**config.mk**
```make
export PLATFORM = sky130hd
export DESIGN_NAME = codec_boot_seq
export DESIGN_NICKNAME = d
export VERILOG_FILES = /design/src/rtl/codec_boot_pkg.sv /design/src/rtl/codec_shadow.sv /design/src/rtl/codec_spi_tx.sv /design/src/rtl/codec_boot_seq.sv
export SDC_FILE = /design/constraint.sdc
export NUM_CORES = 1
export LEC_CHECK = 0
export CORE_ASPECT_RATIO = 0.5
export CORE_MARGIN = 5
export CORE_UTILIZATION = 55
export CTS_CLUSTER_DIAMETER = 60
export DETAILED_ROUTE_END_ITERATION = 6
export PLACE_DENSITY = 0.72
export SYNTH_ARGS = -nofsm -noshare
export SYNTH_HDL_FRONTEND = slang
export SYNTH_SLANG_ARGS = --single-unit
```
**constraint.sdc**
```tcl
create_clock -name clk -period 3.4 [get_ports clk]
set_input_delay 0.34 -clock clk [delete_from_list [all_inputs] [get_ports clk]]
set_output_delay 0.34 -clock clk [all_outputs]
set_load 0.01 [all_outputs]
```
**src/rtl/codec_boot_pkg.sv**
```systemverilog
package codec_boot_pkg;

  typedef enum logic [2:0] {
    ST_CW, ST_SETTLE, ST_RST, ST_SPI_GO, ST_SPI_WAIT, ST_DONE
  } seq_state_t;

  localparam int REG_W       = 7;
  localparam int VAL_W       = 9;
  localparam int WORD_W      = REG_W + VAL_W;
  localparam int CODEC_STEPS = 22;
  localparam int GROUP1_LAST = 4;
  localparam int RX_STEPS    = 5;
  localparam int SHADOW_N    = 24;
  localparam int CIDX_W      = $clog2(CODEC_STEPS);
  localparam int SIDX_W      = $clog2(RX_STEPS);

  function automatic logic [WORD_W-1:0] pack_cw(input logic [REG_W-1:0] r,
                                                input logic [VAL_W-1:0] v);
    return {r, v};
  endfunction

  // codec write list; entries 0..4 form the pop-suppression group
  function automatic logic [WORD_W-1:0] codec_step(input logic [CIDX_W-1:0] i);
    case (i)
      5'd0:    return pack_cw(7'h15, 9'h0C0);
      5'd1:    return pack_cw(7'h08, 9'h001);
      5'd2:    return pack_cw(7'h07, 9'h000);
      5'd3:    return pack_cw(7'h0D, 9'h008);
      5'd4:    return pack_cw(7'h17, 9'h000);
      5'd5:    return pack_cw(7'h0C, 9'h022);
      5'd6:    return pack_cw(7'h0A, 9'h022);
      5'd7:    return pack_cw(7'h0B, 9'h022);
      5'd8:    return pack_cw(7'h07, 9'h090);
      5'd9:    return pack_cw(7'h16, 9'h001);
      5'd10:   return pack_cw(7'h00, 9'h179);
      5'd11:   return pack_cw(7'h01, 9'h179);
      5'd12:   return pack_cw(7'h03, 9'h000);
      5'd13:   return pack_cw(7'h03, 9'h100);
      5'd14:   return pack_cw(7'h04, 9'h000);
      5'd15:   return pack_cw(7'h04, 9'h100);
      5'd16:   return pack_cw(7'h06, 9'h000);
      5'd17:   return pack_cw(7'h09, 9'h000);
      5'd18:   return pack_cw(7'h0E, 9'h000);
      5'd19:   return pack_cw(7'h0F, 9'h000);
      5'd20:   return pack_cw(7'h08, 9'h000);
      default: return pack_cw(7'h15, 9'h003);
    endcase
  endfunction

  // receiver {register, data} pairs
  function automatic logic [15:0] rx_step(input logic [SIDX_W-1:0] i);
    case (i)
      3'd0:    return 16'h0480;
      3'd1:    return 16'h0505;
      3'd2:    return 16'h0100;
      3'd3:    return 16'h0200;
      default: return 16'h0300;
    endcase
  endfunction

endpackage

```
**src/rtl/codec_shadow.sv**
```systemverilog
module codec_shadow #(
  parameter int N     = 24,
  parameter int IDX_W = 5,
  parameter int VAL_W = 9
) (
  input  logic             clk,
  input  logic             rst_n,
  input  logic             wr_en,
  input  logic [IDX_W-1:0] wr_idx,
  input  logic [VAL_W-1:0] wr_val,
  input  logic [IDX_W-1:0] rd_idx,
  output logic [VAL_W-1:0] rd_val
);
  logic [VAL_W-1:0] regs [N];

  for (genvar g = 0; g < N; g++) begin : g_reg
    always_ff @(posedge clk or negedge rst_n) begin
      if (!rst_n)
        regs[g] <= '0;
      else if (wr_en && (wr_idx == IDX_W'(g)))
        regs[g] <= wr_val;
    end
  end

  always_comb begin
    rd_val = '0;
    for (int k = 0; k < N; k++)
      if (rd_idx == IDX_W'(k)) rd_val = regs[k];
  end
endmodule

```
**src/rtl/codec_spi_tx.sv**
```systemverilog
module codec_spi_tx #(
  parameter int HALF    = 4,
  parameter int FRAME_W = 24
) (
  input  logic               clk,
  input  logic               rst_n,
  input  logic               start,
  input  logic [FRAME_W-1:0] frame,
  output logic               cs_n,
  output logic               sclk,
  output logic               mosi,
  output logic               fin
);
  localparam int HW = (HALF > 1) ? $clog2(HALF) : 1;
  localparam int BW = $clog2(FRAME_W);

  logic               active, hi;
  logic [HW-1:0]      ph;
  logic [BW-1:0]      bitn;
  logic [FRAME_W-1:0] sh;

  always_ff @(posedge clk or negedge rst_n) begin
    if (!rst_n) begin
      active <= 1'b0; hi <= 1'b0; ph <= '0; bitn <= '0; sh <= '0; fin <= 1'b0;
    end else begin
      fin <= 1'b0;
      if (!active) begin
        if (start) begin
          active <= 1'b1; sh <= frame; bitn <= '0; ph <= '0; hi <= 1'b0;
        end
      end else if (ph == HW'(HALF-1)) begin
        ph <= '0;
        if (!hi) begin
          hi <= 1'b1;
        end else begin
          hi <= 1'b0;
          sh <= sh << 1;
          if (bitn == BW'(FRAME_W-1)) begin
            active <= 1'b0;
            fin    <= 1'b1;
          end else begin
            bitn <= bitn + 1'b1;
          end
        end
      end else begin
        ph <= ph + 1'b1;
      end
    end
  end

  assign cs_n = !active;
  assign sclk = active && hi;
  assign mosi = active && sh[FRAME_W-1];
endmodule

```
**src/rtl/codec_boot_seq.sv**
```systemverilog
module codec_boot_seq
  import codec_boot_pkg::*;
#(
  parameter int         SETTLE_CYC = 2500000,
  parameter int         RST_CYC    = 1250000,
  parameter int         SPI_HALF   = 4,
  parameter logic [7:0] CODEC_ADDR = 8'h34,
  parameter logic [7:0] RX_DEV     = 8'h20
) (
  input  logic       clk,
  input  logic       rst_n,
  output logic       cw_valid,
  input  logic       cw_ready,
  output logic [7:0] cw_addr,
  output logic [7:0] cw_hi,
  output logic [7:0] cw_lo,
  output logic       rx_rst,
  output logic       spi_cs_n,
  output logic       spi_sclk,
  output logic       spi_mosi,
  input  logic [4:0] rd_idx,
  output logic [8:0] rd_data,
  output logic       done
);
  localparam int WMAX   = (SETTLE_CYC > RST_CYC) ? SETTLE_CYC : RST_CYC;
  localparam int WAIT_W = $clog2(WMAX + 1);

  seq_state_t        state;
  logic [CIDX_W-1:0] cidx;
  logic [SIDX_W-1:0] sidx;
  logic [WAIT_W-1:0] wcnt;
  logic [WORD_W-1:0] word;
  logic              xfer, spi_fin;

  assign word     = codec_step(cidx);
  assign cw_valid = (state == ST_CW);
  assign cw_addr  = CODEC_ADDR;
  assign cw_hi    = word[WORD_W-1:8];
  assign cw_lo    = word[7:0];
  assign xfer     = cw_valid && cw_ready;
  assign rx_rst   = (state == ST_RST);
  assign done     = (state == ST_DONE);

  always_ff @(posedge clk or negedge rst_n) begin
    if (!rst_n) begin
      state <= ST_CW; cidx <= '0; sidx <= '0; wcnt <= '0;
    end else begin
      case (state)
        ST_CW: if (xfer) begin
          if (cidx == CIDX_W'(GROUP1_LAST)) begin
            state <= ST_SETTLE; wcnt <= '0; cidx <= cidx + 1'b1;
          end else if (cidx == CIDX_W'(CODEC_STEPS-1)) begin
            state <= ST_RST; wcnt <= '0;
          end else begin
            cidx <= cidx + 1'b1;
          end
        end
        ST_SETTLE: begin
          if (wcnt == WAIT_W'(SETTLE_CYC-1)) state <= ST_CW;
          wcnt <= wcnt + 1'b1;
        end
        ST_RST: begin
          if (wcnt == WAIT_W'(RST_CYC-1)) state <= ST_SPI_GO;
          wcnt <= wcnt + 1'b1;
        end
        ST_SPI_GO: state <= ST_SPI_WAIT;
        ST_SPI_WAIT: if (spi_fin) begin
          if (sidx == SIDX_W'(RX_STEPS-1)) state <= ST_DONE;
          else begin
            sidx  <= sidx + 1'b1;
            state <= ST_SPI_GO;
          end
        end
        default: state <= ST_DONE;
      endcase
    end
  end

  codec_shadow #(.N(SHADOW_N), .IDX_W(5), .VAL_W(VAL_W)) u_shadow (
    .clk(clk), .rst_n(rst_n), .wr_en(xfer),
    .wr_idx(word[VAL_W+4:VAL_W]), .wr_val(word[VAL_W-1:0]),
    .rd_idx(rd_idx), .rd_val(rd_data)
  );

  codec_spi_tx #(.HALF(SPI_HALF), .FRAME_W(24)) u_spi (
    .clk(clk), .rst_n(rst_n), .start(state == ST_SPI_GO),
    .frame({RX_DEV & 8'hFE, rx_step(sidx)}),
    .cs_n(spi_cs_n), .sclk(spi_sclk), .mosi(spi_mosi), .fin(spi_fin)
  );
endmodule

```
### Word level (Yosys, flattened, before mapping)

Memory sizes are Yosys's and may differ from the RTL's.
Cells that the tools add are included.

* multiplexer cells: 64
* equality and inequality tests: 70
* reduce and logical (&&, ||, !) cells: 42
* $add $sub $neg: 5
* bitwise logic cells: 1

Operator list (number)
* $mux W9: 24
* $mux W24: 4
* $eq A5 B5 Y1 const B: 18
* $eq A5 B4 Y1 const B: 16
* $mux W22: 3
* $eq A5 B3 Y1 const B: 9
* $pmux W11 S4: 1
* $pmux W22 S2: 1
* $mux W5: 7
* $logic_and A1 B1 Y1: 27
* $add A22 B1 Y22 const B: 1
* $eq A22 B21 Y1 const B: 1
* $eq A22 B22 Y1 const B: 1
* $mux W3: 7
* $eq A5 B2 Y1 const B: 4
* $pmux W3 S5: 1
* $mux W1: 13
* $eq A3 B2 Y1 const B: 4
* $reduce_and A3 Y1: 4
* $add A5 B1 Y5 const B: 2
* $eq A5 B1 Y1 const B: 2
* $logic_not A5 Y1: 2
* $ne A2 B2 Y1 const B: 5
* $eq A3 B3 Y1 const B: 3
* 15 further kinds: 22

* logic and storage cells: 217
* register bits: 283
* memories kept: 1
* bits in read-only memories: 416
* input bits: 8

Memory list
* (no name shown): depth 32, bits a word 13, read ports 1, clocked after Yosys merged registers in 0, write ports 0, RTL line codec_boot_pkg.sv:24 `case (i)`

### Longest topological paths before layout

* depth in word-level cells: 25
* depth in mapped cells: 11
* depth with buffers taken out: 9

### By module

A second synthesis with hierarchy kept.

* cell total of the unflattened synthesis: 1288
* area, all modules: 14771.7 um^2

By module, submodules not included
* codec_shadow: area an instance 10568.9 um^2, times used 1, cells an instance 836
* codec_boot_seq: area an instance 2434.8 um^2, times used 1, cells an instance 294
* codec_spi_tx: area an instance 1767.9 um^2, times used 1, cells an instance 158

### Worst setup path after synthesis

No wires, ideal clock.

* path kind: reg-to-reg
* start: register cidx[1]
* end: register u_shadow.regs[189] (netlist name)
* data required time: 3.275 ns
* cell stages (with the launch flop): 11
* clock period less this slack: 2.718 ns
* setup time: 0.125 ns
* path slack: 0.682 ns
* arrival time: 2.593 ns
* path through: dfrtp_1 inv_1 ha_1 mux2i_1 mux2_2 o21ai_4 inv_2 or3_1 buf_6 nor2_8 mux2_2

* cells in the longest elaborated chain, start to end: 3

RTL lines
* start, declared: RTL line codec_boot_seq.sv:29 `logic [CIDX_W-1:0] cidx;`
* start signal, assigned: RTL line codec_boot_seq.sv:55 `cidx <= cidx + 1'b1;`
* $mem_v2 Z32 W13
* via cw_hi[1]: RTL line codec_boot_seq.sv:15 `output logic [7:0] cw_hi,`
* $eq A5 B2 Y1: RTL line codec_shadow.sv:20 `else if (wr_en && (wr_idx == IDX_W'(g)))`
* $logic_and A1 B1 Y1: RTL line codec_shadow.sv:20
* end signal, assigned by index: RTL line codec_shadow.sv:21 `regs[g] <= wr_val;`
* end, declared: RTL line codec_shadow.sv:14 `logic [VAL_W-1:0] regs [N];`

The timed path passes the listed nets, and every way through them passes these cells.
A chain may end at the register's enable or synchronous reset.

### Final worst setup path

* start: input port rd_idx[3]
* end: output port rd_data[3]

* cells in the longest elaborated chain, start to end: 25

RTL lines
* start, declared: RTL line codec_boot_seq.sv:21 `input logic [4:0] rd_idx,`
* $logic_not A5 Y1: RTL line codec_shadow.sv:28 `if (rd_idx == IDX_W'(k)) rd_val = regs[k];`
* $mux W9 (23 in a row): RTL line codec_shadow.sv:28
* $mux W9 (*): RTL line codec_shadow.sv:28
* end, declared: RTL line codec_boot_seq.sv:22 `output logic [8:0] rd_data,`

Every way passes the cells marked *; elsewhere a longest branch is shown, timed or not.

==> flow_metrics.env <==
export IMPL_instances_no_fill=1598
export IMPL_setup_slack_ns=0.115
export IMPL_nets=1293
export IMPL_met1_length_um=16300
export IMPL_synth_cell_types=78
export IMPL_synth_ff_type="dfrtp_1"
export IMPL_avgSynthCellArea_um2=10.8
export IMPL_cts_buffers=25
export IMPL_hold_class="in2async"
export IMPL_grt_pass1_vias=9732
export IMPL_slew_headroom_pct=41.4
export IMPL_rsz0062_at_grt="false"
export IMPL_cts_clk_slew_worst_paths_ns=0.07
export IMPL_cts_tree="built"
export IMPL_route_met2_wl_um=15900
export IMPL_h_tree_depth=1
export IMPL_synth_edf_count=0
export IMPL_worstMarginPinSlew_ns=0.878
export IMPL_end_kind="output pin"
export IMPL_ys_ff_latch=259
export IMPL_cp_startpoint="rd_idx[3]"
export IMPL_syn_area_um2=13200
export IMPL_period_minus_slack_ns=3.28
export IMPL_grt_usage_pct=26.8
export IMPL_leakagePower_uw=0.00721
export IMPL_rows=40
export IMPL_vias=9698
export IMPL_drive_gt1_share_pct=24.6
export IMPL_cts_sinks=259
export IMPL_antenna_cells=0
export IMPL_synthTopCellsByCount="259 x dfrtp_1, 152 x mux2_2, 119 x nand2_1"
export IMPL_grt_max_degree=112
export IMPL_die_w_um=229
export IMPL_fmax_mhz=304
export IMPL_timing_max_cap_violations=0
export IMPL_placedCellCount=1553
export IMPL_clk_latency_ns=0.55
export IMPL_outcome="completed"
export IMPL_cts_buffer_depth=3
export IMPL_gr_total_overflow=0
export IMPL_io_buffers=34
export IMPL_finalCritPeriodShare_pct=96.6
export IMPL_syn_inst=1216
export IMPL_setup_viol=0
export IMPL_via_per_inst=6.07
export IMPL_antenna_left=0
export IMPL_synth_async_reset_ratio_pct=100
export IMPL_synth_area_leaders="dfrtp_1 49%, mux2_2 13%, nand2_1 3.4%"
export IMPL_hpwl_um=25600
export IMPL_finalWeightedCongestion=0.953
export IMPL_whs_ns=0.445
export IMPL_worstSetupPathType="in2out"
export IMPL_ios=47
export IMPL_setup_tns_ns=0
export IMPL_dpl_worst_slack_ns=0.106
export IMPL_hold_viol_final=0
export IMPL_postCtsSetupRepairBufs=0
export IMPL_dr_first_iter_drc_count=906
export IMPL_area_growth_syn_to_layout_pct=14.3
export IMPL_grt_antenna_before_repair=0
export IMPL_arrival_ns=2.94
export IMPL_core_area_um2=23800
export IMPL_ff2ff_setup_slack_ns=0.21
export IMPL_dr_wl_met3_um=3160
export IMPL_ys_seq_area_share_pct=49.3
export IMPL_r2r_cells=10
export IMPL_synth_top_cell_area_share_pct=49.3
export IMPL_reg2reg_from="cidx[0]"
export IMPL_crit_required_ns=3.06
export IMPL_synth_area_leader_cell="dfrtp_1"
export IMPL_finalWirelength_um=36300
export IMPL_skew_ns=0.0123
export IMPL_cp_endpoint="rd_data[3]"
export IMPL_wire_per_inst_um=22.7
export IMPL_yosys_warnings=0
export IMPL_grt_pass1_wl_um=57600
export IMPL_r2r_end="u_shadow.regs[194]"
export IMPL_clock_root_buffer="clkbuf_16"
export IMPL_drc_errors=0
export IMPL_start_kind="primary input"
export IMPL_slew_violations=0
export IMPL_start_util_pct=55.3
export IMPL_detail_route_first_pass_iterations=5
export IMPL_die_y_um=119
export IMPL_synth_most_common_cell="dfrtp_1"
export IMPL_worstPathMaxFanout=6
export IMPL_ir_drop_mv=0.439
export IMPL_p_per_area_nw_per_um2=436
export IMPL_dieArea_um2=27300
export IMPL_top_layer_used="met4"
-- cell type report --
type / instances / area [um2]
sequential: 259 / 6480
fill: 1900 / 8740
clock inverter: 12 / 211
clock buffer: 32 / 712
inverter: 28 / 105
tap: 315 / 394
multi-input combinational: 852 / 6230
timing repair buffer: 100 / 893
-- layout by cell type, fill, tap and decap left out, types with 5 or more instances in the layout --
master | synthesis | layout
dfrtp_1 | 259 | 259
mux2_2 | 152 | 152
nand2_1 | 119 | 119
nor2_1 | 67 | 67
o21ai_0 | 61 | 61
buf_4 | 14 | 61
a21oi_1 | 51 | 48
nand3_1 | 43 | 43
nor2b_1 | 41 | 41
clkdlybuf4s50_1 | 0 | 30
mux2i_1 | 29 | 29
clkbuf_16 | 0 | 25
inv_1 | 24 | 24
and2_1 | 23 | 23
ha_1 | 19 | 19
nor3_1 | 16 | 16
nand4_1 | 15 | 15
xnor2_1 | 13 | 13
nand2b_1 | 12 | 12
or3_1 | 12 | 12
xor2_1 | 12 | 12
conb_1 | 2 | 12
mux4_2 | 11 | 11
o211ai_1 | 11 | 11
and3_1 | 9 | 9
o22ai_1 | 8 | 8
nor3b_1 | 9 | 7
a31oi_1 | 7 | 7
o221ai_1 | 7 | 6
clkbuf_8 | 0 | 6
a221oi_1 | 5 | 5
nor3_2 | 5 | 5
bufinv_16 | 0 | 5
buf_12 | 0 | 5
-- what timing repair did --
item / in CTS / in global routing
endpoints found under the hold margin: 106 / 0
hold buffers: 1 / 0
resized for setup: 0 / 3
setup endpoints to repair: 0 / 3
-- worst max-delay path: stages --
cell and delay [ns]:
clkdlybuf4s50_1 0.55, or3b_2 0.55, a221oi_1 0.31, or3_1 0.15, o211ai_1 0.10, a31oi_1 0.34
clkdlybuf4s50_1 0.61
-- worst min path at each step --
stage,endpoint,slack [ns],cells after the start
floorplan,cidx[0],0.04,0
global route,u_spi.sh[19],0.47,2
detailed placement,u_spi.sh[4],0.45,2
global placement,u_spi.sh[15],0.45,2
CTS,u_spi.sh[15],0.47,2
finish,wcnt[11],0.44,2
-- metal layers --
| layer | track usage, % | up-vias |
|---|---|---|
| li1 | - | 4375 |
| met1 | 38.2 | 4905 |
| met2 | 41.1 | 361 |
| met3 | 7.38 | 57 |
| met4 | 6.80 | 0 |
| met5 | 0 | - |
-- report_power, final --
group	internal, uW	leakage, uW	switching (uW)
Sequential	3080	0.00354	0
Combinational	111	0.00322	231
Clock	1870	0.000451	1260
-- sequential cells by signal, summed over array words and instances, names as in the netlist --
name           flops
u_spi.ph           2
sidx               3
u_spi.active       1
u_spi.bitn         5
state              3
u_spi.fin          1
u_shadow.regs    192
u_spi.sh          24
wcnt              22
u_spi.hi           1
cidx               5
-- logic make-up (layout without fill, tap and decap cells) --
logic type / count (synthesis) / in the layout / share of synthesized area (%)
AND/OR/NAND/NOR: 405 / 405 / 16.6
flip-flops: 259 / 259 / 49.3
XOR/XNOR: 25 / 25 / 1.66
AO/OA/AOI/OAI: 199 / 199 / 9.57
other: 2 / 12 / 0.0571
adder cells (fa/ha/maj): 19 / 19 / 1.81
multiplexers: 192 / 192 / 17.1
buffers and inverters: 115 / 172 / 3.87
-- stage by stage --
stage          power (uW)  cell area [um2]  utilization (%)
2_1_floorplan        3300            13200                -
3_3_place_gp         3480            14100             59.3
3_5_place_dp         3480            14100             59.3
4_1_cts              6610            15000             63.2
5_1_grt              6770            15000             63.2
6_report             6550            15000             63.2
(Power assumes the default switching activity.)
